==> config.mk <==
export PLATFORM = sky130hd
export DESIGN_NAME = mrot_unit
export DESIGN_NICKNAME = d
export VERILOG_FILES = /design/src/rtl/mrot_pkg.sv /design/src/rtl/mrot_rom.sv /design/src/rtl/mrot_ctrl.sv /design/src/rtl/mrot_dp.sv /design/src/rtl/mrot_unit.sv
export SDC_FILE = /design/constraint.sdc
export NUM_CORES = 1
export LEC_CHECK = 0
export BUFFER_PORTS_ARGS = -buffer_cell sky130_fd_sc_hd__buf_2
export CORE_MARGIN = 4
export CORE_UTILIZATION = 40
export DETAILED_ROUTE_END_ITERATION = 8
export MAX_ROUTING_LAYER = met4
export PLACE_DENSITY = 0.66
export SYNTH_ARGS = -nofsm -noshare
export SYNTH_HDL_FRONTEND = slang
export SYNTH_SLANG_ARGS = --single-unit
==> constraint.sdc <==
create_clock -name clk -period 9.2 [get_ports clk]
set_input_delay 1.84 -clock clk [delete_from_list [all_inputs] [get_ports clk]]
set_output_delay 1.84 -clock clk [all_outputs]
set_load 0.01 [all_outputs]
==> src/rtl/mrot_pkg.sv <==
package mrot_pkg;

  localparam int IDX_W  = 5;   // angle index width, 32 selectable angles
  localparam int SH_W   = 5;   // shift amount width, shifts up to 31
  localparam int STEP_W = 3;   // step/repeat counter width
  localparam int BUDGET = 6;   // worst-case cycles of one operation

  // class boundaries on the angle index
  localparam int TINY_MIN  = 16;
  localparam int SMALL_MIN = 8;
  localparam int MED_MIN   = 5;

  // repeat counts that fill the cycle budget
  localparam int REP_TINY  = BUDGET / 1;
  localparam int REP_SMALL = BUDGET / 2;
  localparam int REP_MED   = BUDGET / 3;

  typedef enum logic [1:0] {
    OP_PASS   = 2'd0,
    OP_ROT    = 2'd1,
    OP_SCLSUB = 2'd2,
    OP_SCLADD = 2'd3
  } opE;

  typedef struct packed {
    logic            load;
    logic            step;
    logic            capture;
    logic            neg;
    opE              op;
    logic [SH_W-1:0] shamt;
  } dpCtrlT;

endpackage

==> src/rtl/mrot_rom.sv <==
module mrot_rom
  import mrot_pkg::*;
(
  input  logic [IDX_W-1:0]  idx,
  input  logic [STEP_W-1:0] stepNum,
  input  logic              repeatOn,
  output opE                op,
  output logic [SH_W-1:0]   shamt,
  output logic [STEP_W-1:0] nSteps,
  output logic [STEP_W-1:0] nReps
);

  int kVal;
  int shVal;
  int stepsVal;
  int repsVal;

  always_comb begin
    kVal     = int'(idx);
    op       = OP_PASS;
    shVal    = 0;
    stepsVal = 1;
    repsVal  = 1;
    if (kVal >= TINY_MIN) begin
      stepsVal = 1;
      op       = OP_ROT;
      shVal    = kVal;
      repsVal  = repeatOn ? REP_TINY : 1;
    end else if (kVal >= SMALL_MIN) begin
      stepsVal = 2;
      repsVal  = repeatOn ? REP_SMALL : 1;
      if (stepNum == 3'd0) begin
        op    = OP_ROT;
        shVal = kVal;
      end else begin
        op    = OP_SCLSUB;
        shVal = 2 * kVal + 1;
      end
    end else if (kVal >= MED_MIN) begin
      stepsVal = 3;
      repsVal  = repeatOn ? REP_MED : 1;
      case (stepNum)
        3'd0: begin op = OP_ROT;    shVal = kVal;         end
        3'd1: begin op = OP_SCLSUB; shVal = 2 * kVal + 1; end
        default: begin op = OP_SCLADD; shVal = 4 * kVal + 1; end
      endcase
    end else if (kVal >= 1) begin
      repsVal  = 1;
      if (kVal == 1)      stepsVal = 6;
      else if (kVal == 2) stepsVal = 5;
      else                stepsVal = 4;
      case (stepNum)
        3'd0, 3'd1: begin op = OP_ROT;    shVal = kVal;      end
        3'd2:       begin op = OP_SCLSUB; shVal = 2 * kVal;  end
        3'd3:       begin op = OP_SCLADD; shVal = 4 * kVal;  end
        3'd4:       begin op = OP_SCLADD; shVal = 8 * kVal;  end
        default:    begin op = OP_SCLADD; shVal = 16 * kVal; end
      endcase
    end
    shamt  = shVal[SH_W-1:0];
    nSteps = stepsVal[STEP_W-1:0];
    nReps  = repsVal[STEP_W-1:0];
  end

endmodule

==> src/rtl/mrot_ctrl.sv <==
module mrot_ctrl
  import mrot_pkg::*;
(
  input  logic             clk,
  input  logic             rstN,
  input  logic             start,
  input  logic [IDX_W-1:0] idx,
  input  logic             dir,
  input  logic             repeatEn,
  output dpCtrlT           ctl
);

  logic              busy;
  logic [STEP_W-1:0] stepCnt;
  logic [STEP_W-1:0] repCnt;
  logic [IDX_W-1:0]  idxR;
  logic              negR;
  logic              repR;

  opE                romOp;
  logic [SH_W-1:0]   romSh;
  logic [STEP_W-1:0] nSteps;
  logic [STEP_W-1:0] nReps;
  logic              lastStep;
  logic              lastRep;

  mrot_rom u_rom (
    .idx      (idxR),
    .stepNum  (stepCnt),
    .repeatOn (repR),
    .op       (romOp),
    .shamt    (romSh),
    .nSteps   (nSteps),
    .nReps    (nReps)
  );

  assign lastStep = (stepCnt == nSteps - STEP_W'(1));
  assign lastRep  = (repCnt == nReps - STEP_W'(1));

  always_ff @(posedge clk or negedge rstN) begin
    if (!rstN) begin
      busy    <= 1'b0;
      stepCnt <= '0;
      repCnt  <= '0;
      idxR    <= '0;
      negR    <= 1'b0;
      repR    <= 1'b0;
    end else if (!busy) begin
      if (start) begin
        busy    <= 1'b1;
        idxR    <= idx;
        negR    <= dir;
        repR    <= repeatEn;
        stepCnt <= '0;
        repCnt  <= '0;
      end
    end else if (lastStep) begin
      stepCnt <= '0;
      if (lastRep) busy   <= 1'b0;
      else         repCnt <= repCnt + STEP_W'(1);
    end else begin
      stepCnt <= stepCnt + STEP_W'(1);
    end
  end

  always_comb begin
    ctl.load    = start && !busy;
    ctl.step    = busy;
    ctl.capture = busy && lastStep && lastRep;
    ctl.neg     = negR;
    ctl.op      = romOp;
    ctl.shamt   = romSh;
  end

  // cycle budget watch: counts consecutive busy cycles
  logic [3:0] busyLen;
  always_ff @(posedge clk or negedge rstN) begin
    if (!rstN)      busyLen <= '0;
    else if (!busy) busyLen <= '0;
    else            busyLen <= busyLen + 4'd1;
  end


  budget_chk: assert property (@(posedge clk) disable iff (!rstN)
    busy |-> (busyLen < 4'(BUDGET)));


  idx_hold_chk: assert property (@(posedge clk) disable iff (!rstN)
    (busy && $past(busy)) |-> ($stable(idxR) && $stable(negR) && $stable(repR)));


  step_range_chk: assert property (@(posedge clk) disable iff (!rstN)
    busy |-> (stepCnt < nSteps));

endmodule

==> src/rtl/mrot_dp.sv <==
module mrot_dp
  import mrot_pkg::*;
#(
  parameter int W = 32
) (
  input  logic                clk,
  input  logic                rstN,
  input  dpCtrlT              ctl,
  input  logic signed [W-1:0] xIn,
  input  logic signed [W-1:0] yIn,
  output logic signed [W-1:0] xOut,
  output logic signed [W-1:0] yOut,
  output logic                done
);

  logic signed [W-1:0] xR, yR;
  logic signed [W-1:0] srcX, srcY;
  logic signed [W-1:0] shX, shY;
  logic signed [W-1:0] xNext, yNext;
  logic                xSub, ySub;

  // operand steering: cross for rotation, self for scaling
  always_comb begin
    srcX = (ctl.op == OP_ROT) ? yR : xR;
    srcY = (ctl.op == OP_ROT) ? xR : yR;
    shX  = srcX >>> ctl.shamt;
    shY  = srcY >>> ctl.shamt;
    if (ctl.op == OP_PASS) begin
      shX = '0;
      shY = '0;
    end
    xSub = (ctl.op == OP_ROT) ? !ctl.neg : (ctl.op == OP_SCLSUB);
    ySub = (ctl.op == OP_ROT) ?  ctl.neg : (ctl.op == OP_SCLSUB);
  end

  // the two shared adders
  assign xNext = xSub ? (xR - shX) : (xR + shX);
  assign yNext = ySub ? (yR - shY) : (yR + shY);

  always_ff @(posedge clk or negedge rstN) begin
    if (!rstN) begin
      xR   <= '0;
      yR   <= '0;
      xOut <= '0;
      yOut <= '0;
      done <= 1'b0;
    end else begin
      if (ctl.load) begin
        xR <= xIn;
        yR <= yIn;
      end else if (ctl.step) begin
        xR <= xNext;
        yR <= yNext;
      end
      if (ctl.capture) begin
        xOut <= xNext;
        yOut <= yNext;
      end
      done <= ctl.capture;
    end
  end


  done_pulse_chk: assert property (@(posedge clk) disable iff (!rstN)
    done |=> !done);


  out_hold_chk: assert property (@(posedge clk) disable iff (!rstN)
    !done |-> ($stable(xOut) && $stable(yOut)));

endmodule

==> src/rtl/mrot_unit.sv <==
module mrot_unit
  import mrot_pkg::*;
#(
  parameter int W = 32
) (
  input  logic                clk,
  input  logic                rstN,
  input  logic                start,
  input  logic [IDX_W-1:0]    idx,
  input  logic                dir,
  input  logic                repeatEn,
  input  logic signed [W-1:0] xIn,
  input  logic signed [W-1:0] yIn,
  output logic signed [W-1:0] xOut,
  output logic signed [W-1:0] yOut,
  output logic                done
);

  dpCtrlT ctl;

  mrot_ctrl u_ctrl (
    .clk      (clk),
    .rstN     (rstN),
    .start    (start),
    .idx      (idx),
    .dir      (dir),
    .repeatEn (repeatEn),
    .ctl      (ctl)
  );

  mrot_dp #(.W(W)) u_dp (
    .clk  (clk),
    .rstN (rstN),
    .ctl  (ctl),
    .xIn  (xIn),
    .yIn  (yIn),
    .xOut (xOut),
    .yOut (yOut),
    .done (done)
  );

endmodule

==> impl_results.md <==
* Max clock buf depth at 2
* DRC errors left at 0
* Worst Skew at 0.0139 ns
* Setup crit start kind: register
* CP endpoint kind: register
* Met2 usage at 48.5%
* Syn avg cell area at 7.85 sq um
* Warnings, synthesis at 0
* Initial DRC Count at 2,218
* CP max stage delay at 0.52 ns
* Simple-gate share of the synthesized area at 21.3%
* Yosys top cell area share at 20.9%
* Die Y at 215 um
* Slowest CP cell: a2111oi_1
* Period minus WS final at 8.61 ns
* Port bufs at 138
* Largest family of logic cells by synthesized area: compound AO/OA/AOI/OAI gates
* CP max FO at 19
* Post-synthesis xor/xnor area fraction at 5.38%
* Routed Antenna Nets at 0
* Clk slew on worst S/H paths at 0.06 ns
* TritonCTS Buffers at 17
* Max cap viols at 0
* Area contributors post-synth: dfrtp_1, mux2i_1, ha_1
* CTS tree: built
* GR Overflow Total at 0
* Synth Instances at 2,177
* Post-CTS setup buffers at 0
* Post-synthesis compound-gate area fraction at 29.7%
* Cell with the most instances after synthesis: nand2_1
* Final Setup Violations at 0
* Area growth from synthesis to layout at 11.4%
* Net count after synthesis at 2,324
* Worst skew pair latency at 0.47 ns
* Drt wl/cell at 27.6 um
* Root buffer cell: clkbuf_16
* Worst-margin pin slew at 1.10 ns
* HPWL Detailed at 60,600 um
* Slew Viols, Final at 0
* Die W at 215 um
* Synth Register Bits at 143
* Post-Synth Adder-Cell Area at 5.43%
* DR pass1 iterations at 6
* Initial Utilization at 40.6%
* Setup TNS at 0 ns
* CTS H-tree lvls at 4
* Largest net degree at the start of global routing at 90
* RSZ-0062 raised after global routing: no
* Initial antenna violation count at 1
* GR Layer Usage met1 at 46.7%
* Hold Buf Count CTS at 0
* Rows at 75
* Worst relative slew slack at 26.2%
* Final Cycle Share at 93.6%
* Core Region at 42,100 sq um
* Register area share after synthesis at 20.9%
* Required time worst endpoint at 9.52 ns
* Library cells used by synthesis at 114
* Post-synth EDFFs at 0
* Grt met3 use at 5.61%
* Mux cell area share after synthesis at 11.9%
* Data arrival, critical path at 8.93 ns
* IO Count at 139
* GRT Overall Usage at 33.5%
* Seq. cell area at 3580 sq um
* GR peak layer: met2
* Dpl cells at 2,779
* Layout cells sized above 1 at 16.5%
* Post-synth ARST share at 100%
* First-pass GRT wire length at 116,000 um
* # clock sinks at 143
* Area occupied by multi-input gates at 12,700 sq um
* Commonest cells in the netlist: nand2_1, a21oi_1, o21ai_0, nor2_1, dfrtp_1
* Vias/cell at 6.67
* Main synth FF type: dfrtp_1
* Non-filler instance count after layout at 2,813
* Outcome: finished, final reports clean
* Hold slack final at 0.476 ns
* Via Count at 18,800
* Fill cell count at 4,221
* Synth area leader: dfrtp_1
* HP Class: register to register
* Final WL at 77,600 um
* FMAX at 116 MHz
* Vias in the first global route at 17,900
* Routability congestion estimate at 1.04
* Setup Crit Path Kind: register to register
* Die area at 46,100 sq um
* Nets@finish at 2,406
* Post-layout util at 45.2%
* Synth Cell Area at 17,100 sq um
* Final Hold Vio Count at 0
registers in the layout (all words and copies together), names as in the netlist:
signal / cells
u_dp.xR: 32
u_dp.done: 1
u_ctrl.idxR: 5
u_ctrl.repCnt: 3
u_ctrl.repR: 1
u_ctrl.negR: 1
u_dp.yOut: 32
u_ctrl.busy: 1
u_dp.xOut: 32
u_ctrl.stepCnt: 3
u_dp.yR: 32
cells by family after synthesis:
group	after synthesis
flip-flops	143
multiplexers	167
adder cells (fa/ha/maj)	73
AND/OR/NAND/NOR	730
XOR/XNOR	105
buffers and inverters	203
AO/OA/AOI/OAI	756
worst paths after layout:
kind | from | end | slack, ns | depth (start not counted)
min in group asynchronous | rstN | u_dp.yOut[20] | 1.42 | 1
max | u_ctrl.stepCnt[0] | u_dp.yOut[26] | 0.59 | 29
max reg2reg | u_ctrl.stepCnt[0] | u_dp.yOut[26] | 0.59 | 29
max in group asynchronous | rstN | u_dp.xOut[9] | 6.38 | 2
min | u_dp.yOut[16] | u_dp.yOut[16] | 0.48 | 2
min reg2reg | u_dp.yOut[16] | u_dp.yOut[16] | 0.48 | 2
layer usage:
metal  vias to the layer above  part of all wire [%]
met5                         -                     0
met4                         0                   4.3
met3                       195                   8.4
met2                      1010                    42
met1                      9185                    45
li1                       8367                     -
per-stage QoR:
stage | instance area, sq um | setup slack (ns)
floorplan | 17100 | 2.07
finish | 19000 | 0.590
global route | 19000 | 0.00182
CTS | 19000 | 0.478
global placement | 18400 | 0.493
detailed placement | 18400 | 0.533
layout make-up:
class,count,share of cell area (%)
antenna,2,0.0263
clock buffer,19,2.38
clock inverter,13,0.913
inverter,56,1.10
multi-input combinational,1831,66.6
sequential,143,18.8
tap,539,3.54
timing repair buffer,210,6.64
cells in the final DEF (no fill, tap or decap), types with 21 or more instances in the layout:
cell type / synthesis / final
nand2_1: 223 / 223
a21oi_1: 174 / 174
o21ai_0: 160 / 159
nor2_1: 149 / 147
dfrtp_1: 143 / 142
buf_2: 46 / 136
nand3_1: 115 / 114
mux2i_1: 99 / 99
a211oi_1: 75 / 75
buf_4: 8 / 71
ha_1: 71 / 70
xnor2_1: 63 / 63
inv_1: 55 / 55
nor2b_1: 45 / 45
mux2_2: 42 / 42
xor2_1: 42 / 42
o211ai_1: 40 / 40
nor3_1: 35 / 35
a21o_1: 28 / 28
and3_1: 28 / 28
a31oi_1: 29 / 27
and2_1: 26 / 26
o22ai_1: 24 / 24
mux4_2: 23 / 23
nand2b_1: 22 / 21
critical path, delay by kind of cell (launching register included):
kind / cells / cell delay (ns)
AOI/OAI and AO/OA: 15 / 4.55
buffers and inverters: 1 / 0.11
DFF: 1 / 0.45
muxes: 3 / 1.04
adders and majority gates: 3 / 1.03
and+or+nand+nor: 5 / 0.87
xor gates and xnor gates: 2 / 0.38
repair_timing:
action / in CTS / in global routing
setup endpoints to repair: 0 / 24
hold endpoints to repair: 0 / 0
gates resized for setup: 0 / 7
Power is not shown: default switching activity piles up to over one toggle a cycle in this logic, so the estimate is an artifact.
